`src/rtl/cop_gate_pkg.sv`:
```
package cop_gate_pkg;

  localparam int CPN_LSB = 8;
  localparam int OP_LSB  = 20;

  typedef enum logic [1:0] {
    HS_CLAIM  = 2'b00,
    HS_ABSENT = 2'b11
  } hs_reply_e;

  typedef struct packed {
    logic id_hit;
    logic op_known;
    logic op_priv;
    logic op_store;
  } op_class_t;

endpackage

```
`src/rtl/cop_decode.sv`:
```
module cop_decode
  import cop_gate_pkg::*;
#(
  parameter int INSTR_W = 32,
  parameter int CPN_W   = 4,
  parameter int OP_W    = 4,
  parameter logic [CPN_W-1:0]   CP_ID      = 4'd5,
  parameter logic [2**OP_W-1:0] IMPL_MASK  = 16'h00FF,
  parameter logic [2**OP_W-1:0] PRIV_MASK  = 16'h00F0,
  parameter logic [2**OP_W-1:0] STORE_MASK = 16'h0055
) (
  input  logic [INSTR_W-1:0] instr_word,
  output op_class_t          cls
);

  logic [CPN_W-1:0] cpn_f;
  logic [OP_W-1:0]  op_f;
  logic             unused_word;

  assign cpn_f = instr_word[CPN_LSB +: CPN_W];
  assign op_f  = instr_word[OP_LSB +: OP_W];
  assign unused_word = &{1'b0, instr_word};

  always_comb begin
    cls.id_hit   = (cpn_f == CP_ID);
    cls.op_known = IMPL_MASK[op_f];
    cls.op_priv  = PRIV_MASK[op_f];
    cls.op_store = STORE_MASK[op_f];
  end

endmodule

```
`src/rtl/cop_verdict.sv`:
```
module cop_verdict
  import cop_gate_pkg::*;
(
  input  logic      clk,
  input  logic      rst,
  input  logic      instr_valid,
  input  logic      priv_mode,
  input  op_class_t cls,
  output logic      hs_a,
  output logic      hs_b,
  output logic      store_go
);

  logic      claim;
  hs_reply_e reply_q;

  always_comb begin
    claim = cls.id_hit && cls.op_known && (!cls.op_priv || priv_mode);
  end

  always_ff @(posedge clk) begin
    if (rst) begin
      reply_q  <= HS_ABSENT;
      store_go <= 1'b0;
    end else if (instr_valid) begin
      reply_q  <= claim ? HS_CLAIM : HS_ABSENT;
      store_go <= claim && cls.op_store;
    end else begin
      store_go <= 1'b0;
    end
  end

  assign hs_a = reply_q[1];
  assign hs_b = reply_q[0];

endmodule

```
`src/rtl/cop_store_phase.sv`:
```
module cop_store_phase #(
  parameter int DATA_W = 32
) (
  input  logic              clk,
  input  logic              rst,
  input  logic              store_go,
  input  logic [DATA_W-1:0] src_data,
  output logic              data_oe,
  output logic [DATA_W-1:0] data_out
);

  always_ff @(posedge clk) begin
    if (rst) begin
      data_oe  <= 1'b0;
      data_out <= '0;
    end else begin
      data_oe  <= store_go;
      data_out <= store_go ? src_data : '0;
    end
  end

endmodule

```
`src/rtl/cop_gate.sv`:
```
module cop_gate
  import cop_gate_pkg::*;
#(
  parameter int INSTR_W = 32,
  parameter int DATA_W  = 32,
  parameter int CPN_W   = 4,
  parameter int OP_W    = 4,
  parameter logic [CPN_W-1:0]   CP_ID      = 4'd5,
  parameter logic [2**OP_W-1:0] IMPL_MASK  = 16'h00FF,
  parameter logic [2**OP_W-1:0] PRIV_MASK  = 16'h00F0,
  parameter logic [2**OP_W-1:0] STORE_MASK = 16'h0055
) (
  input  logic               clk,
  input  logic               rst,
  input  logic               instr_valid,
  input  logic [INSTR_W-1:0] instr_word,
  input  logic               priv_mode,
  input  logic [DATA_W-1:0]  src_data,
  output logic               hs_a,
  output logic               hs_b,
  output logic               data_oe,
  output logic [DATA_W-1:0]  data_out
);

  op_class_t cls;
  logic      store_go;

  cop_decode #(
    .INSTR_W(INSTR_W), .CPN_W(CPN_W), .OP_W(OP_W), .CP_ID(CP_ID),
    .IMPL_MASK(IMPL_MASK), .PRIV_MASK(PRIV_MASK), .STORE_MASK(STORE_MASK)
  ) u_decode (
    .instr_word(instr_word),
    .cls(cls)
  );

  cop_verdict u_verdict (
    .clk(clk),
    .rst(rst),
    .instr_valid(instr_valid),
    .priv_mode(priv_mode),
    .cls(cls),
    .hs_a(hs_a),
    .hs_b(hs_b),
    .store_go(store_go)
  );

  cop_store_phase #(.DATA_W(DATA_W)) u_store (
    .clk(clk),
    .rst(rst),
    .store_go(store_go),
    .src_data(src_data),
    .data_oe(data_oe),
    .data_out(data_out)
  );

endmodule

```
`config.mk`:
```
export PLATFORM = sky130hd
export DESIGN_NAME = cop_gate
export DESIGN_NICKNAME = d
export VERILOG_FILES = /design/src/rtl/cop_gate_pkg.sv /design/src/rtl/cop_decode.sv /design/src/rtl/cop_verdict.sv /design/src/rtl/cop_store_phase.sv /design/src/rtl/cop_gate.sv
export SDC_FILE = /design/constraint.sdc
export NUM_CORES = 1
export LEC_CHECK = 0
export BUFFER_PORTS_ARGS = -buffer_cell sky130_fd_sc_hd__buf_2
export CORE_MARGIN = 2
export CORE_UTILIZATION = 36
export DETAILED_ROUTE_END_ITERATION = 8
export PLACE_DENSITY_LB_ADDON = 0.1
export SYNTH_ARGS = -nofsm -noshare
export SYNTH_HDL_FRONTEND = slang
export SYNTH_SLANG_ARGS = --single-unit
```
`constraint.sdc`:
```
create_clock -name clk -period 2.3 [get_ports clk]
set_input_delay 0.575 -clock clk [delete_from_list [all_inputs] [get_ports clk]]
set_output_delay 0.575 -clock clk [all_outputs]
set_load 0.1 [all_outputs]
```
After elaboration in Yosys (flattened, before gate mapping)

Memories as Yosys holds them, arrays and structs flattened.
Cells that the tools add are included.

Memories: 3
Input port bits: 68
Memory bits (read-only): 48
Output and inout port bits: 35
Register bits after elaboration: 36
Logic and storage cells: 22

Memory list:

| name            | words | bits a word | rd ports | clocked after Yosys merged registers in | write ports | RTL line         | source |
|---|---|---|---|---|---|---|---|
| (no name shown) | 16    | 1           | 1        | 0                                       | 0           | cop_decode.sv:26 | `cls.op_known = IMPL_MASK[op_f];` |
| (no name shown) | 16    | 1           | 1        | 0                                       | 0           | cop_decode.sv:27 | `cls.op_priv = PRIV_MASK[op_f];` |
| (no name shown) | 16    | 1           | 1        | 0                                       | 0           | cop_decode.sv:28 | `cls.op_store = STORE_MASK[op_f];` |

Multiplexer cells: 4
Reductions and logical operators: 7
Equality and inequality tests: 1
Bitwise operators: 2
$lt $le $gt $ge: 1

Operators with widths:

| cell               | number |
|---|---|
| $lt 4x5->1 const B | 1 |
| $eq 4x3->1 const B | 1 |
| $reduce_or 2->1    | 2 |
| $logic_and 1x1->1  | 3 |
| $mux 1             | 3 |
| $mux 2             | 1 |
| $not 1->1          | 2 |
| $logic_not 1->1    | 1 |
| $logic_or 1x1->1   | 1 |

Logic depth before layout (Yosys ltp)

Gate-level depths: netlist of the first run.

Depth after elaboration: 6
Gate-level depth with buffers: 3
Depth with buffers taken out: 3

Hierarchy

Synthesis of the first run repeated with hierarchy kept, for this count alone.

Cell total of the unflattened synthesis: 84
Area total of the unflattened synthesis: 1,083.5 um^2

Modules (own cells, without submodules):

| module          | area an instance (um^2) | cells an instance | instances | sequential area each (um^2) |
|---|---|---|---|---|
| cop_store_phase | 977.2                   | 72                | 1         | 660.6 |
| cop_verdict     | 80.1                    | 8                 | 1         | 40.0 |
| cop_decode      | 26.3                    | 4                 | 1         | 0.0 |

Worst setup path after synthesis of the first run

Ideal clock, no wire load.

Kind: register to output
Start: reg u_verdict.reply_q[0]
End: out hs_b
Arrival time: 1.367 ns
Slack: 0.358 ns
Data required time: 1.725 ns
Path buffers: 1
Cell stages (with the launch flop): 2
Path through: dfxtp_1 > buf_4

RTL lines:

| element                | RTL line          | source |
|---|---|---|
| from (decl)            | cop_verdict.sv:15 | `hs_reply_e reply_q;` |
| from (signal assigned) | cop_verdict.sv:26 | `reply_q <= claim ? HS_CLAIM : HS_ABSENT;` |
| to (decl)              | cop_gate.sv:20    | `output logic hs_b,` |

No word-level cell between the ends.

Final worst setup path of the first run

Start: reg u_verdict.reply_q[0]
End: out hs_b

No word-level cell between the ends.

==> results of run 1 <==
## power by group
| part | switching [mW] | total (mW) | internal (mW) | leakage [nW] |
|---|---|---|---|---|
| Sequential | 0.000169 | 0.606 | 0.606 | 0.282 |
| Clock | 0.181 | 0.361 | 0.180 | 0.0386 |
| Combinational | 0.0144 | 0.0409 | 0.0265 | 0.470 |
| Total | 0.195 | 1.01 | 0.812 | 0.790 |
## layout make-up
type                            instances  share of cell area (%)
Tap cell                               30                    2.58
Multi-Input combinational cell         38                    17.3
Inverter                                1                   0.258
Timing Repair Buffer                   78                    27.0
Sequential cell                        35                    48.2
Clock buffer                            8                    4.73
## cell families after synthesis
family / share of synthesized area, %
and+or+nand+nor: 24.1
DFF: 71.8
buffers and inverters: 2.44
AOI/OAI and AO/OA: 1.67
## final timing paths
check	from	to	slack, ns
min	instr_word[20]	u_verdict.store_go$_SDFF_PP0_	0.40
min reg2reg	u_verdict.reply_q[0]$_SDFFE_PP1P_	u_verdict.reply_q[0]$_SDFFE_PP1P_	0.58
max	u_verdict.reply_q[0]$_SDFFE_PP1P_	hs_b	0.63
max reg2reg	u_verdict.store_go$_SDFF_PP0_	u_store.data_out[22]$_SDFF_PP0_	1.10
## metrics by stage
stage | util (%) | setup slack (ns) | hold slack, ns | instance area, µm² | instances
6_report | 57.7 | 0.628 | 0.403 | 1460 | 190
4_1_cts | 57.7 | 0.597 | 0.382 | 1460 | 190
3_5_place_dp | 55.0 | 0.665 | 0.565 | 1390 | 182
2_1_floorplan | - | 0.358 | 0.616 | 976 | 78
5_1_grt | 57.7 | 0.561 | 0.377 | 1460 | 190
3_3_place_gp | 55.0 | 0.713 | 0.545 | 1390 | 182
## cells in the final DEF (no fill, tap or decap), drive strengths merged
| cell type | count |
|---|---|
| inv | 1 |
| clkbuf | 8 |
| or2 | 1 |
| buf | 78 |
| a21o | 1 |
| nor4b | 1 |
| and2 | 32 |
| o2111ai | 1 |
| nor3 | 1 |
| dfxtp | 35 |
| nor2b | 1 |
## metal layers
layer | vias to the layer above | GRT usage, % | wire length [µm]
met3 | 4 | 8.84 | 239
met5 | - | 0 | 0
li1 | 401 | - | -
met2 | 45 | 19.7 | 879
met4 | 0 | 6.12 | 22
met1 | 309 | 10.9 | 655
## sequential cells by signal, summed over array words and instances (netlist names)
signal	count
u_store.data_oe	1
u_verdict.reply_q	1
u_verdict.store_go	1
u_store.data_out	32
==> results.md, run 1 <==
- Final RePlAce weighted congestion: 0.636
- # resized after CTS: 0
- Largest net degree at the start of global routing: 18
- Effective utilization at floorplan: 38.7%
- GRT overflow: 0
- Pwr per Cell Area: 693 nW/µm²
- Post-synthesis instance total: 78
- Commonest cells post-synth: dfxtp_1, and2_1, clkbuf_1
- Worst Hold Class: in -> reg
- DRC Markers: 0
- Sequential fraction of the synthesis area: 71.8%
- Critical path data arrival time: 1.10 ns
- Antenna violations before repair: 0
- Syn_area_per_cell: 12.5 µm²
- Initial DRC count: 6
- Mapped Area: 976 µm²
- Rows: 18
- 1st-pass router iterations: 2
- Final number of hold-violating endpoints: 0
- Synth warnings: 0
- Worst hold path depth: 2
- Post-synth top area share: 71.8%
- CP max FO: 3
- Die Y: 56.1 µm
- Number of port buffers: 77
- Postcts setup bufs: 0
- Crit path launch type: register
- Vias per cell: 3.99
- Period minus WS final: 1.67 ns
- Fraction of layout cells with a size suffix above 1: 55.0%
- Via Count: 759
- Drt wl/cell: 9.45 µm
- Inserted Clock Buffers: 5
- H-tree depth: 2
- Antenna diodes: 0
- Syn nets: 146
- Status: complete, no violations
- I/O pins: 103
- Fmax achieved: 598 MHz
- Routed Antenna Nets: 0
- Max VDD drop: 603 µV
- Static leakage: 0.790 nW
- Slew @ Worst Pin: 0.494 ns
- CP Buf/Inv Count: 1
- CP peak stage delay: 0.43 ns
- Critical Setup Path Class: reg -> out
- Slew Limit Headroom: 67.3%
- Clk root buf: clkbuf_4
- Die width: 56.1 µm
- Total core area: 2520 µm²
- Hpwl dp: 1400 µm
- FFs w/ async S/R, synth: 0%
- Clock transition at path regs: 0.09 ns
- Multi-input logic area: 251 µm²
- Layout fillers: 238
- Global-route wire length before repair: 2770 µm
- Layout net count: 227
- Clk sinks: 35
- Count of cell types in the netlist: 12
- Hold buffers post-CTS: 0
- Tot Pwr: 1.01 mW
- Register bit total from synthesis: 35
- Max-slew violations: 0
- FF+latch area: 701 µm²
- Reg2Reg Depth: 3
- Fin crit share: 72.7%
- Clock tree buffer depth: 2
- Cell chain of the critical path: buf_2
- Most frequent cell after synthesis: dfxtp_1
- Area delta synth->final: 49.1%
- Vias in the first global route: 673
- RSZ-0062 raised after global routing: no
- CP Depth: 1
- Total Wirelength: 1800 µm
- TNS Setup: 0 ns
- Skew final: 0.00368 ns
- Critical path capture point type: output pin
- Clock Latency Late Sink: 0.32 ns
- Die ar.: 3140 µm²
- Required @ worst endpoint: 1.73 ns
- Max-cap violations: 0
- Post-synth EDFFs: 0
- Post-synth top area cell: dfxtp_1
- Largest cells by area after synthesis: dfxtp_1, and2_1, nor4b_2
- CTS tree: built
- Final setup vio count: 0
- Crit-path slowest cell: buf_2
- Top Family by Delay on Critical Path: buffers and inverters
- Post-synth top flop: dfxtp_1
- Tot GR Track Use: 12.0%
Note: power is estimated with default switching activity, not from simulation.
==> run 2: changes to the inputs <==
--- a/config.mk
+++ b/config.mk
@@ -7,7 +7,7 @@
 export LEC_CHECK = 0
 export BUFFER_PORTS_ARGS = -buffer_cell sky130_fd_sc_hd__buf_2
 export CORE_MARGIN = 2
-export CORE_UTILIZATION = 36
+export CORE_UTILIZATION = 33
 export DETAILED_ROUTE_END_ITERATION = 8
 export PLACE_DENSITY_LB_ADDON = 0.1
 export SYNTH_ARGS = -nofsm -noshare
==> constraint.sdc (replaced) <==
create_clock -name clk -period 1.7 [get_ports clk]
set_input_delay 0.425 -clock clk [delete_from_list [all_inputs] [get_ports clk]]
set_output_delay 0.425 -clock clk [all_outputs]
set_load 0.1 [all_outputs]
==> results.md, run 2 (same netlist as run 1, synthesis figures left out) <==
- Status: complete, no violations
- Via Count: 765 (+0.79%)
- Total core area: 2780 µm² (+10%)
- Static leakage: 0.781 nW (-1.2%)
- Worst hold path depth: 2 (unchanged)
- Critical Setup Path Class: reg -> out
- Slew Limit Headroom: 67.2% (-0.13 points)
- CP max FO: 3 (unchanged)
- Tot Pwr: 1.25 mW (+24%)
- Fmax achieved: 666 MHz
- Antenna diodes: 0 (unchanged)
- Vias per cell: 4.03 (+0.79%)
- 1st-pass router iterations: 3 (+1)
- Final RePlAce weighted congestion: 0.589 (-7.4%)
- Clock Latency Late Sink: 0.32 ns (about the same)
- Critical path data arrival time: 1.08 ns (-0.02 ns)
- Seq pwr share: 65.6% (+5.4 points)
- Global-route wire length before repair: 2750 µm (-0.47%)
- Total Wirelength: 1830 µm (+1.8%)
- DRC Markers: 0 (unchanged)
- Effective utilization at floorplan: 35.1% (-3.6 points)
- Clk sinks: 35 (unchanged)
- Worst Setup SP: u_verdict.reply_q[0]$_SDFFE_PP1P_
- Layout net count: 228 (+0.44%)
- Hold Startpoint: instr_word[20]
- Inserted Clock Buffers: 5 (unchanged)
- Max VDD drop: 715 µV (+18%)
- Tot GR Track Use: 11.4% (-0.61 points)
- Largest net degree at the start of global routing: 18 (unchanged)
- Antenna violations before repair: 0 (unchanged)
- Psw: 248 µW (+27%)
- Vias in the first global route: 710 (+5.5%)
- Final number of hold-violating endpoints: 0 (unchanged)
- Max reg flops: 32 (unchanged)
- Layout fillers: 267 (+12%)
- CTS tree: built
- Critical path capture point type: output pin
- Max-cap violations: 0 (unchanged)
- RSZ-0062 raised after global routing: no
- Layout Cells excl Fill: 190 (unchanged)
- Clk root buf: clkbuf_4
- Hold buffers post-CTS: 0 (unchanged)
- # resized after CTS: 0 (unchanged)
- Reg2Reg Depth: 3 (unchanged)
- H-tree depth: 2 (unchanged)
- Area delta synth->final: 47.3%
- Drt wl/cell: 9.63 µm (+1.8%)
- Comb power frac: 4.5% (+0.4 points)
- Commonest non-fill, non-tap cell in the layout: buf_2
- Hpwl dp: 1460 µm (+3.8%)
- Slew @ Worst Pin: 0.496 ns (+0.00194 ns)
- Placed cells: 184 (+1.1%)
- Required @ worst endpoint: 1.27 ns (-0.46 ns)
- Crit-path slowest cell: buf_2
- Period minus WS final: 1.50 ns
- Pwr per Cell Area: 870 nW/µm² (+26%)
- Postcts setup bufs: 0 (unchanged)
- I/O pins: 103 (unchanged)
- Clock transition at path regs: 0.09 ns (about the same)
- GRT overflow: 0 (unchanged)
- RR Startpoint: u_verdict.store_go$_SDFF_PP0_
- Max-slew violations: 0 (unchanged)
- Register-to-register setup slack: 0.82 ns (-0.28 ns)
- Top Family by Delay on Critical Path: buffers and inverters
- Fin crit share: 88.3%
- Die Y: 58.4 µm (+4.1%)
- Fraction of layout cells with a size suffix above 1: 55.3% (+0.35 points)
- Final setup vio count: 0 (unchanged)
- Rows: 19 (+1)
- Routed Antenna Nets: 0 (unchanged)
- Die width: 58.4 µm (+4.1%)
- Number of port buffers: 77 (unchanged)
- Clock tree buffer depth: 2 (unchanged)
- Cell chain of the critical path: buf_2
- Switching share of power: 19.8% (+0.43 points)
- TNS Setup: 0 ns (unchanged)
- Clock network fraction of total power: 30.0% (-5.8 points)
- CP Depth: 1 (unchanged)
- Crit path launch type: register
- Pint: 1.00 mW (+23%)
- Largest Register: u_store.data_out
- Most frequent cells in the layout: buf_2, dfxtp_1, and2_1
- CP Buf/Inv Count: 1 (unchanged)
- CP peak stage delay: 0.42 ns (about the same)
- Worst Hold Class: in -> reg
- Die ar.: 3410 µm² (+8.4%)
- Skew final: 0.00240 ns (-0.00128 ns)
- Initial DRC count: 10 (+4)
run 2: routing by layer:
layer	routed length (µm)	GRT usage, %	vias to the layer above
met5	0	0	-
met1	619	10.2	318
li1	-	-	401
met3	232	7.47	5
met4	42	6.31	0
met2	934	19.3	41
run 2: metrics by stage:
step | instance area [µm²] | setup slack, ns | utilization, % | hold WS (ns)
floorplan | 977 | 0.247 | - | 0.502
global placement | 1400 | 0.459 | 50.2 | 0.530
detailed placement | 1400 | 0.454 | 50.2 | 0.538
CTS | 1440 | 0.172 | 51.7 | 0.239
global route | 1440 | 0.134 | 51.7 | 0.245
finish | 1440 | 0.198 | 51.7 | 0.256
run 2: power by group through the flow:
stage / Combinational [mW] / Clock, mW / Sequential (mW)
2_1_floorplan: 0.00466 / 0 / 0.846
3_3_place_gp: 0.0547 / 0 / 0.839
3_5_place_dp: 0.0563 / 0 / 0.839
4_1_cts: 0.0566 / 0.397 / 0.820
5_1_grt: 0.0619 / 0.428 / 0.821
6_report: 0.0556 / 0.374 / 0.820
run 2: layout make-up:
cell class / count / area, µm² / area share [%]
flip-flops and latches: 35 / 702 / 48.8
repair buffers: 79 / 400 / 27.9
multi-input cells: 38 / 251 / 17.5
clock buffers: 6 / 41.3 / 2.87
well taps: 31 / 38.8 / 2.70
inverters: 1 / 3.75 / 0.261
run 2: path summary, 6_finish.rpt:
kind,to
worst max-delay path,hs_a
worst max register to register,u_store.data_out[1]$_SDFF_PP0_
worst min-delay path,u_verdict.store_go$_SDFF_PP0_
worst min register to register,u_verdict.reply_q[0]$_SDFFE_PP1P_
